`config.mk`:
```
export PLATFORM = sky130hd
export DESIGN_NAME = maskbit_unit
export DESIGN_NICKNAME = d
export VERILOG_FILES = /design/src/rtl/maskbit_pkg.sv /design/src/rtl/mb_mask_sel.sv /design/src/rtl/mb_patterns.sv /design/src/rtl/mb_combine.sv /design/src/rtl/mb_out_stage.sv /design/src/rtl/maskbit_unit.sv
export SDC_FILE = /design/constraint.sdc
export NUM_CORES = 1
export LEC_CHECK = 0
export CORE_MARGIN = 2
export CORE_UTILIZATION = 55
export CTS_CLUSTER_DIAMETER = 60
export DETAILED_ROUTE_END_ITERATION = 12
export DONT_BUFFER_PORTS = 1
export PLACE_DENSITY = 0.7
export SYNTH_ARGS = -nofsm -noshare
export SYNTH_HDL_FRONTEND = slang
export SYNTH_HIERARCHICAL = 1
export SYNTH_SLANG_ARGS = --single-unit
```
`constraint.sdc`:
```
create_clock -name clk -period 7.56 [get_ports clk]
set_input_delay 1.89 -clock clk [delete_from_list [all_inputs] [get_ports clk]]
set_output_delay 1.89 -clock clk [all_outputs]
set_load 0.01 [all_outputs]
```
`src/rtl/maskbit_pkg.sv`:
```
package maskbit_pkg;
  localparam int MODE_W = 5;

  typedef enum logic [1:0] {
    OP_OR   = 2'd0,
    OP_AND  = 2'd1,
    OP_XOR  = 2'd2,
    OP_RSVD = 2'd3
  } mb_op_e;

  typedef enum logic [1:0] {
    P2_NEG  = 2'd0,
    P2_DEC  = 2'd1,
    P2_INC  = 2'd2,
    P2_NINC = 2'd3
  } mb_p2_e;

  typedef struct packed {
    mb_op_e op;
    mb_p2_e p2;
    logic   keep_plain;
  } mb_mode_t;
endpackage

```
`src/rtl/mb_mask_sel.sv`:
```
module mb_mask_sel #(
  parameter int DATA_W = 64
) (
  input  logic              absent,
  input  logic [DATA_W-1:0] mask_in,
  output logic [DATA_W-1:0] eff_mask
);
  for (genvar i = 0; i < DATA_W; i++) begin : g_bit
    assign eff_mask[i] = absent | mask_in[i];
  end
endmodule

```
`src/rtl/mb_patterns.sv`:
```
module mb_patterns
  import maskbit_pkg::*;
#(
  parameter int DATA_W = 64
) (
  input  logic [DATA_W-1:0] src,
  input  logic [DATA_W-1:0] mask,
  input  logic              keep_plain,
  input  mb_p2_e            p2_sel,
  output logic [DATA_W-1:0] work,
  output logic [DATA_W-1:0] pat1,
  output logic [DATA_W-1:0] pat2
);
  localparam logic [DATA_W-1:0] ONE = DATA_W'(1);

  function automatic logic [DATA_W-1:0] first_pat(input logic [DATA_W-1:0] x,
                                                  input logic plain);
    return plain ? x : ~x;
  endfunction

  function automatic logic [DATA_W-1:0] second_pat(input logic [DATA_W-1:0] x,
                                                   input mb_p2_e sel);
    logic [DATA_W-1:0] r;
    case (sel)
      P2_NEG:  r = (~x) + ONE;
      P2_DEC:  r = x - ONE;
      P2_INC:  r = x + ONE;
      default: r = ~(x + ONE);
    endcase
    return r;
  endfunction

  assign work = src & mask;
  assign pat1 = first_pat(work, keep_plain) & mask;
  assign pat2 = second_pat(work, p2_sel) & mask;
endmodule

```
`src/rtl/mb_combine.sv`:
```
module mb_combine
  import maskbit_pkg::*;
#(
  parameter int DATA_W = 64
) (
  input  logic [DATA_W-1:0] pat1,
  input  logic [DATA_W-1:0] pat2,
  input  logic [DATA_W-1:0] mask,
  input  logic [DATA_W-1:0] src,
  input  mb_op_e            op,
  input  logic              restore,
  output logic [DATA_W-1:0] result,
  output logic              illegal
);
  function automatic logic [DATA_W-1:0] apply_op(input logic [DATA_W-1:0] a,
                                                 input logic [DATA_W-1:0] b,
                                                 input mb_op_e o);
    logic [DATA_W-1:0] r;
    case (o)
      OP_OR:   r = a | b;
      OP_AND:  r = a & b;
      OP_XOR:  r = a ^ b;
      default: r = '0;
    endcase
    return r;
  endfunction

  logic [DATA_W-1:0] inside_bits;
  logic [DATA_W-1:0] outside_bits;

  assign illegal      = (op == OP_RSVD);
  assign inside_bits  = apply_op(pat1, pat2, op) & mask;
  assign outside_bits = restore ? (src & ~mask) : '0;

  always_comb begin
    if (illegal) result = '0;
    else         result = inside_bits | outside_bits;
  end
endmodule

```
`src/rtl/mb_out_stage.sv`:
```
module mb_out_stage #(
  parameter int DATA_W = 64
) (
  input  logic              clk,
  input  logic              rst,
  input  logic              in_valid,
  output logic              in_ready,
  input  logic [DATA_W-1:0] nxt_result,
  input  logic              nxt_illegal,
  output logic              out_valid,
  input  logic              out_ready,
  output logic [DATA_W-1:0] out_result,
  output logic              out_illegal
);
  logic in_fire;

  assign in_ready = !out_valid || out_ready;
  assign in_fire  = in_valid && in_ready;

  always_ff @(posedge clk) begin
    if (rst) begin
      out_valid <= 1'b0;
    end else if (in_fire) begin
      out_valid <= 1'b1;
    end else if (out_ready) begin
      out_valid <= 1'b0;
    end
  end

  always_ff @(posedge clk) begin
    if (in_fire) begin
      out_result  <= nxt_result;
      out_illegal <= nxt_illegal;
    end
  end


  accept_to_valid_chk: assert property (@(posedge clk) disable iff (rst)
    in_fire |=> out_valid);


  hold_stable_chk: assert property (@(posedge clk) disable iff (rst)
    (out_valid && !out_ready) |=> (out_valid && $stable(out_result) && $stable(out_illegal)));


  illegal_zero_chk: assert property (@(posedge clk) disable iff (rst)
    (out_valid && out_illegal) |-> (out_result == '0));
endmodule

```
`src/rtl/maskbit_unit.sv`:
```
module maskbit_unit
  import maskbit_pkg::*;
#(
  parameter int DATA_W = 64
) (
  input  logic              clk,
  input  logic              rst,
  input  logic              in_valid,
  output logic              in_ready,
  input  logic [DATA_W-1:0] src_a,
  input  logic [DATA_W-1:0] mask_b,
  input  logic              mask_absent,
  input  logic [MODE_W-1:0] mode,
  input  logic              restore,
  output logic              out_valid,
  input  logic              out_ready,
  output logic [DATA_W-1:0] out_result,
  output logic              out_illegal
);
  mb_mode_t          mode_f;
  logic [DATA_W-1:0] eff_mask;
  logic [DATA_W-1:0] work_val;
  logic [DATA_W-1:0] pat1_m;
  logic [DATA_W-1:0] pat2_m;
  logic [DATA_W-1:0] comb_result;
  logic              comb_illegal;
  logic              accept_evt;

  assign mode_f     = mb_mode_t'(mode);
  assign accept_evt = in_valid && in_ready;

  mb_mask_sel #(.DATA_W(DATA_W)) u_mask (
    .absent   (mask_absent),
    .mask_in  (mask_b),
    .eff_mask (eff_mask)
  );

  mb_patterns #(.DATA_W(DATA_W)) u_pat (
    .src        (src_a),
    .mask       (eff_mask),
    .keep_plain (mode_f.keep_plain),
    .p2_sel     (mode_f.p2),
    .work       (work_val),
    .pat1       (pat1_m),
    .pat2       (pat2_m)
  );

  mb_combine #(.DATA_W(DATA_W)) u_comb (
    .pat1    (pat1_m),
    .pat2    (pat2_m),
    .mask    (eff_mask),
    .src     (src_a),
    .op      (mode_f.op),
    .restore (restore),
    .result  (comb_result),
    .illegal (comb_illegal)
  );

  mb_out_stage #(.DATA_W(DATA_W)) u_out (
    .clk         (clk),
    .rst         (rst),
    .in_valid    (in_valid),
    .in_ready    (in_ready),
    .nxt_result  (comb_result),
    .nxt_illegal (comb_illegal),
    .out_valid   (out_valid),
    .out_ready   (out_ready),
    .out_result  (out_result),
    .out_illegal (out_illegal)
  );


  work_in_mask_chk: assert property (@(posedge clk) disable iff (rst)
    accept_evt |-> ((work_val & ~eff_mask) == '0));


  pats_in_mask_chk: assert property (@(posedge clk) disable iff (rst)
    accept_evt |-> (((pat1_m | pat2_m) & ~eff_mask) == '0));


  masked_clear_chk: assert property (@(posedge clk) disable iff (rst)
    (accept_evt && !restore) |-> ((comb_result & ~eff_mask) == '0));


  restore_merge_chk: assert property (@(posedge clk) disable iff (rst)
    (accept_evt && restore && !comb_illegal) |-> (((comb_result ^ src_a) & ~eff_mask) == '0));
endmodule

```
[Yosys cells after proc, flatten, opt, wreduce, memory -nomap -nowiden]
Cells that the tools add are included.
Word-level totals
  register bits: 66
  bits of input ports: 139
  output and inout bits: 67
Cells by class
  multiplexer cells: 6
  reduce and logical (&&, ||, !) cells: 6
  bitwise operators: 76
  eq/ne operators: 5
  $add $sub $neg: 3
Operators by type and width (count)
  $and 64x64->64: 6
  $pmux 64 s3: 2
  $not 64->64: 3
  $add 64x1->64 const B: 2
  $mux 64: 2
  $or 64x64->64: 2
  $or 1x1->1: 64
  $sub 64x1->64 const B: 1
  $xor 64x64->64: 1
  $eq 2x2->1 const B: 3
  $eq 2x1->1 const B: 2
  $logic_not 2->1: 2
  $mux 1: 2
  $reduce_bool 2->1: 1
  $logic_and 1x1->1: 1
  $logic_not 1->1: 1
  $logic_or 1x1->1: 1

[Logic depth before layout (Yosys ltp)]
Gate-level depths: netlist (run 1).
  depth in word-level cells: 10
  gate-level depth with buffers: 18
  mapped depth without buffers: 15

[Hierarchy]
The synthesis (run 1) kept the hierarchy.
Modules (own cells, without submodules)
  mb_patterns: cells an instance 835, seq. area each 0.0 sq um, area an instance 5206.2 sq um, instances 1
  mb_combine: cells an instance 684, seq. area each 0.0 sq um, area an instance 5023.6 sq um, instances 1
  mb_out_stage: cells an instance 70, seq. area each 1971.9 sq um, area an instance 2006.9 sq um, instances 1
  mb_mask_sel: cells an instance 71, seq. area each 0.0 sq um, area an instance 479.2 sq um, instances 1

[Worst setup path before layout (run 1)]
Ideal clock, no wire load.
  kind: input port to flip-flop
  start: in mask_absent
  end: reg u_out.out_result[58], data pin
  setup slack: 2.154 ns
  buffers on the path: 2
  cell stages on the path: 17
  required time: 7.390 ns
  arrival: 5.236 ns
  path through: buf_6 buf_6 or2_1 nand2_1 inv_1 ha_1 nand3_1 or4_1 nor4_2 nand4_1 a221oi_2 mux2i_1 inv_1 ha_1 or2_1 a21o_1 a311oi_2
Between the ends
  cells in the longest elaborated chain, start to end: 10
  elaborated cells on any way between the ends: 78
  classes of those cells: 3 x add/sub; 4 x mux; 71 x bitwise
RTL lines
  start, declared: line maskbit_unit.sv:12  | input logic mask_absent,
  $or 1x1->1 *: line mb_mask_sel.sv:9  | assign eff_mask[i] = absent | mask_in[i];
  named net eff_mask[0]: line maskbit_unit.sv:21  | logic [DATA_W-1:0] eff_mask;
  $and 64x64->64 *: line mb_patterns.sv:33  | assign work = src & mask;
  named net work_val[0]: line maskbit_unit.sv:22  | logic [DATA_W-1:0] work_val;
  $add 64x1->64 or $not 64->64 (tied branches): line mb_patterns.sv:27, mb_patterns.sv:28, mb_patterns.sv:25
  $not 64->64 or $add 64x1->64 (tied branches): line mb_patterns.sv:28, mb_patterns.sv:25
  $pmux 64 s3 *: line mb_patterns.sv:24  | case (sel)
  $and 64x64->64 *: line mb_patterns.sv:35  | assign pat2 = second_pat(work, p2_sel) & mask;
  named net pat2_m[58]: line maskbit_unit.sv:24  | logic [DATA_W-1:0] pat2_m;
  $xor 64x64->64, or another cell as far along: line mb_combine.sv:22  | OP_XOR: r = a ^ b;
  $pmux 64 s3 *: line mb_combine.sv:19  | case (o)
  $and 64x64->64 *: line mb_combine.sv:32  | assign inside_bits = apply_op(pat1, pat2, op) & mask;
  $or 64x64->64 *: line mb_combine.sv:37  | else result = inside_bits | outside_bits;
  end signal, assigned: line mb_out_stage.sv:32  | out_result <= nxt_result;
  end, declared: line mb_out_stage.sv:12  | output logic [DATA_W-1:0] out_result,
Mark *: on every way through the listed nets, which the timed path passes. The rest lies on a longest branch.
A chain may end at the register's enable or synchronous reset.

[Worst setup path in the final report (run 1)]
  start: in mask_absent
  end: reg u_out.out_result[31], data pin
Between the ends
  cells in the longest elaborated chain, start to end: 10
  elaborated cells on any way between the ends: 51
  classes of those cells: 3 x add/sub; 4 x mux; 44 x bitwise
RTL lines (line)
  $or 1x1->1: mb_mask_sel.sv:9
  $and 64x64->64: mb_patterns.sv:33
  $add 64x1->64 or $not 64->64 (tied branches): mb_patterns.sv:27, mb_patterns.sv:28, mb_patterns.sv:25
  $not 64->64 or $add 64x1->64 (tied branches): mb_patterns.sv:28, mb_patterns.sv:25
  $pmux 64 s3: mb_patterns.sv:24
  $and 64x64->64 *: mb_patterns.sv:35
  named net pat2_m[31]: maskbit_unit.sv:24
  $xor 64x64->64, or another cell as far along: mb_combine.sv:22
  $pmux 64 s3 *: mb_combine.sv:19
  $and 64x64->64 *: mb_combine.sv:32
  $or 64x64->64 *: mb_combine.sv:37
Marked as above.

==> results of run 1 <==
-- critical path, delay by kind of cell --
kind	cells	cell delay, ns
adders and majority gates	1	0.18
buffers and inverters	1	0.08
AOI/OAI and AO/OA	5	1.95
and+or+nand+nor	5	1.76
-- power by group --
part           switching (uW)  internal (uW)
Combinational             325            285
Clock                     186            321
Sequential               30.6            451
Total                     541           1060
-- layout make-up --
class	count	area share, %
multi-input cells	1297	73.8
clock inverters	6	0.825
flip-flops and latches	66	15.5
clock buffers	10	1.80
well taps	285	2.80
repair buffers	4	0.236
diodes	1	0.0196
inverters	171	5.04
-- how the worst max path moves through the flow --
stage	from	end	slack, ns	cells after the start
6_report	mask_absent	u_out/out_result[31]	1.85	12
5_1_grt	mask_absent	u_out/out_result[31]	1.64	12
4_1_cts	mask_absent	u_out/out_result[31]	1.88	12
3_5_place_dp	mask_absent	u_out/out_result[31]	1.55	12
3_3_place_gp	mask_absent	u_out/out_result[31]	1.74	12
2_1_floorplan	mask_absent	u_out/out_result[58]	2.15	17
-- state kept, by name (all words and copies together), names as in the netlist --
name,count
u_out/out_illegal,1
u_out/out_result,64
u_out/out_valid,1
-- metrics by stage --
| step | hold slack (ns) | util, % | worst slack [ns] | std cells | power (uW) |
|---|---|---|---|---|---|
| 2_1_floorplan | 0.540 | - | 2.15 | 1624 | 1040 |
| 3_3_place_gp | 0.553 | 55.1 | 1.74 | 1823 | 1070 |
| 3_5_place_dp | 0.569 | 55.1 | 1.55 | 1823 | 1090 |
| 4_1_cts | 0.578 | 56.6 | 1.88 | 1839 | 1600 |
| 5_1_grt | 0.594 | 56.6 | 1.64 | 1840 | 1700 |
| 6_report | 0.570 | 56.6 | 1.85 | 1840 | 1600 |
-- per-layer routing --
layer / routed length [um] / vias up / global-route usage (%)
met5: 13 / - / 0
met3: 2320 / 58 / 4.54
met2: 16800 / 407 / 48.9
met1: 15100 / 5395 / 36.4
li1: - / 5525 / -
met4: 735 / 2 / 11.3
==> results.yml, run 1 <==
setup_path:
  rr_worst_depth: 2
  crit_type: "in -> reg"
  required_ns: 7.73
  r2r_setup_slack_ns: 5.87
  reg2reg_from: "u_out/out_valid"
  crit_arrival_ns: 5.88
  crit_chain: "or2_2 > a222oi_1 > nand2_1 > nor2_1 > a21oi_1 > o31a_1 > nor3_1 > inv_1 > ha_1 > or2_1 > a21o_1 > a311oi_2"
  cp_slowest_cell: "a222oi_1"
  end_kind: "flop"
  timing.rr.end: "u_out/out_result[11]"
  worst_path_largest_cell_delay_ns: 0.96
  cp-start-kind: "primary input"
  cp_max_fo: 64
timing:
  slew_headroom_pct: 24.2
  tns_ns: 0
  rsz0062_at_grt: "false"
  finalHoldViolations: 0
  period_minus_slack_ns: 5.71
  worst_pin_slew_ns: 1.14
  setup_violations: 0
  fin_worst_skew_ns: 0.00801
  fmax_mhz: 175
  final_max_slew_viol_count: 0
  fin_crit_sh_pct: 75.5
final_layout:
  multiInputGateArea_um2: 9400
  design_area_um2: 12700
  num-fill-cells: 2074
  drive_above_1_share_pct: 8.24
  syn_to_final_growth_pct: 1.36
  nNetsFinal: 1818
  layout_common_cells: "218 x nand2_1, 171 x inv_1, 130 x ha_1"
  final_common_cell: "nand2_1"
  register_area_um2: 1970
cts:
  numClockSinks: 66
  postCtsResizedCells: 0
  post_cts_buffers: 0
  clock_latency_ns: 0.35
  numCtsBuffers: 9
  ctsHoldBuffers: 0
  clock_tree.buffer_depth: 2
  cts-root-buf: "clkbuf_16"
  cts_tree: "built"
  cts.clk_slew.worst_paths_ns: 0.06
  cts-htree-levels: 3
hold_path:
  hold_depth: 2
  min-delay-path-class: "reg -> reg"
  hold_path_end: "u_out/out_valid"
  min_from: "u_out/out_valid"
detailed_routing:
  vias: 11400
  drc: 0
  drtAntennaViolNets: 0
  viasPerCell: 6.19
  routed_wl_um: 35000
  routedWlPerCell_um: 19.0
  drtPass1Iterations: 6
  drtIter0Drc: 813
die:
  ios: 206
  initial_core_util_pct: 55.9
  rows: 55
  die_h_um: 155
  core_um2: 22500
  dieArea_um2: 24100
  die-width_um: 155
global_route:
  grt_max_degree: 131
  grt_pass1_wl_um: 56500
  grt.overflow.total: 0
  antenna_found_initial: 2
  grt_pass1_vias: 11100
  track_usage_pct: 28.7
power_and_ir_drop:
  power_leakage_uw: 0.00533
  powerDensity_nw_per_um2: 125
  vdd_drop_max_mv: 0.0699
placement:
  portBuffers: 0
  placed_area_um2: 12400
  place_hpwl_um: 23500
  globalplace.congestion: 0.898
logic_synthesis:
  syn-num-nets: 1893
  synthCells: 1624
  syn_area_um2: 12600
  ys_warn_count: 6
  syn_area_per_cell_um2: 7.74
status:
  status: "finished, final reports clean"
run:
  cap_violations: 0
No activity file was read; power rests on OpenSTA's default activity.
==> inputs of run 2 (changes only) <==
- clock period: 7.56 -> 5.73 ns (I/O delays scaled with it)
==> results.yml, run 2 (synthesized netlist as in run 1, its figures left out) <==
detailed_routing:
  drtAntennaViolNets: 0
  routed-wl-met2_um: 17300
  viasPerCell: 6.28
  drtIter0Drc: 886
  routedWlPerCell_um: 19.5
  drtPass1Iterations: 6
  vias: 11700
  dr_wl_met3_um: 2680
  drc: 0
  routed_wl_um: 36200
  wirelength_met1_um: 15200
  top_layer: "met5"
global_route:
  antenna_found_initial: 1
  grt.overflow.total: 0
  grt_pass1_vias: 11300
  grt_max_degree: 131
  track_usage_pct: 29.3
  grt_pass1_wl_um: 57400
setup_path:
  crit_type: "in -> reg"
  required_ns: 5.91
  end_kind: "flop"
  crit_arrival_ns: 5.10
  crit_start: "mask_absent"
  cp_slowest_cell: "o311ai_0"
  reg2reg_from: "u_out/out_valid"
  cp-start-kind: "primary input"
  crit_chain: "or2_1 > a222oi_1 > and4_1 > and3_1 > nand3_1 > o311ai_0 > inv_1 > ha_1 > or2_1 > a21o_1 > a311oi_2"
  cp_common_cell: "or2_1"
  cp_max_fo: 64
  worst_path_largest_cell_delay_ns: 0.73
die:
  die-width_um: 155
  core_um2: 22500
  dieArea_um2: 24100
  rows: 55
  die_h_um: 155
  initial_core_util_pct: 55.9
  ios: 206
timing:
  slew_headroom_pct: 26.0
  hold-worst-slack_ns: 0.569
  fin_worst_skew_ns: 0.0105
  fin_crit_sh_pct: 85.8
  fin_ws_ns: 0.815
  tns_ns: 0
  rsz0062_at_grt: "false"
  setup_violations: 0
  fmax_mhz: 203
  worst_pin_slew_ns: 1.11
  finalHoldViolations: 0
  period_minus_slack_ns: 4.91
  final_max_slew_viol_count: 0
cts:
  post_cts_buffers: 0
  postCtsResizedCells: 0
  cts_tree: "built"
  numCtsBuffers: 9
  clock_tree.buffer_depth: 2
  cts-root-buf: "clkbuf_16"
  clock_latency_ns: 0.36
  cts-htree-levels: 3
  numClockSinks: 66
  ctsHoldBuffers: 0
  cts.clk_slew.worst_paths_ns: 0.07
placement:
  place_ws_ns: 0.577
  portBuffers: 0
  placed_cells: 1840
  globalplace.congestion: 0.823
  place_hpwl_um: 24400
final_layout:
  num-fill-cells: 2056
  layout_common_cells: "218 x nand2_1, 171 x inv_1, 130 x ha_1"
  largest_reg_flops: 64
  largest-register: "u_out/out_result"
  drive_above_1_share_pct: 9.23
  post-route-util_pct: 57.0
  syn_to_final_growth_pct: 2.03
  final_common_cell: "nand2_1"
  fin_cells: 1857
  reg_top3: "u_out/out_result x64, u_out/out_illegal x1, u_out/out_valid x1"
  nNetsFinal: 1835
power_and_ir_drop:
  powerDensity_nw_per_um2: 160
  power_frac_clock_pct: 29.2
  power_leakage_uw: 0.00540
  p_sw_share_pct: 35.4
  p_seq_share_pct: 31.0
  internal_power_uw: 1320
  vdd_drop_max_mv: 0.103
  power.switching_uw: 725
  comb_power_share_pct: 39.8
status:
  status: "finished, final reports clean"
hold_path:
  min-delay-path-class: "reg -> reg"
  min_from: "u_out/out_valid"
run:
  cap_violations: 0
[run 2: layer usage]
metal,vias to the layer above,track usage [%]
met5,-,0
met2,465,51.5
li1,5559,-
met1,5576,36.4
met4,2,11.2
met3,69,4.04
[run 2: final cells by class]
class / instances / area (um2) / share of cell area, %
sequential: 66 / 1970 / 15.4
tap: 285 / 357 / 2.78
timing repair buffer: 21 / 158 / 1.23
multi-input combinational: 1297 / 9400 / 73.3
clock buffer: 13 / 250 / 1.95
antenna: 1 / 2.50 / 0.0195
clock inverter: 3 / 40.0 / 0.312
inverter: 171 / 642 / 5.01
[run 2: critical path: cells and delay by family]
| family | cells | cell delay [ns] |
|---|---|---|
| AO/OA/AOI/OAI | 4 | 1.77 |
| AND/OR/NAND/NOR | 5 | 1.56 |
| adder cells (fa/ha/maj) | 1 | 0.20 |
| buffers and inverters | 1 | 0.11 |
[run 2: per-stage QoR]
step	power [uW]	area [um2]
final	2050	12800
after global routing	2180	12800
after floorplan	1370	12600
after global placement	1410	12500
after CTS	2050	12800
after detailed placement	1450	12500
[run 2: power groups by stage]
stage	clock [uW]	combinational, uW	sequential, uW
floorplan	0	729	637
global placement	0	765	646
detailed placement	0	800	647
CTS	606	807	637
global route	618	921	641
finish	597	816	636
[run 2: path summary, 6_finish.rpt]
path	to	slack, ns	depth (start not counted)
worst max-delay path	u_out/out_result[54]	0.82	11
worst min-delay path	u_out/out_valid	0.57	2
worst max register to register	u_out/out_result[11]	3.99	2
worst min register to register	u_out/out_valid	0.57	2
==> inputs of run 3 (changes only) <==
- GPL_ROUTABILITY_DRIVEN: unset -> 0
==> results of run 3 <==
Same layout as run 2: the final DEF is identical, and so are final timing and power.
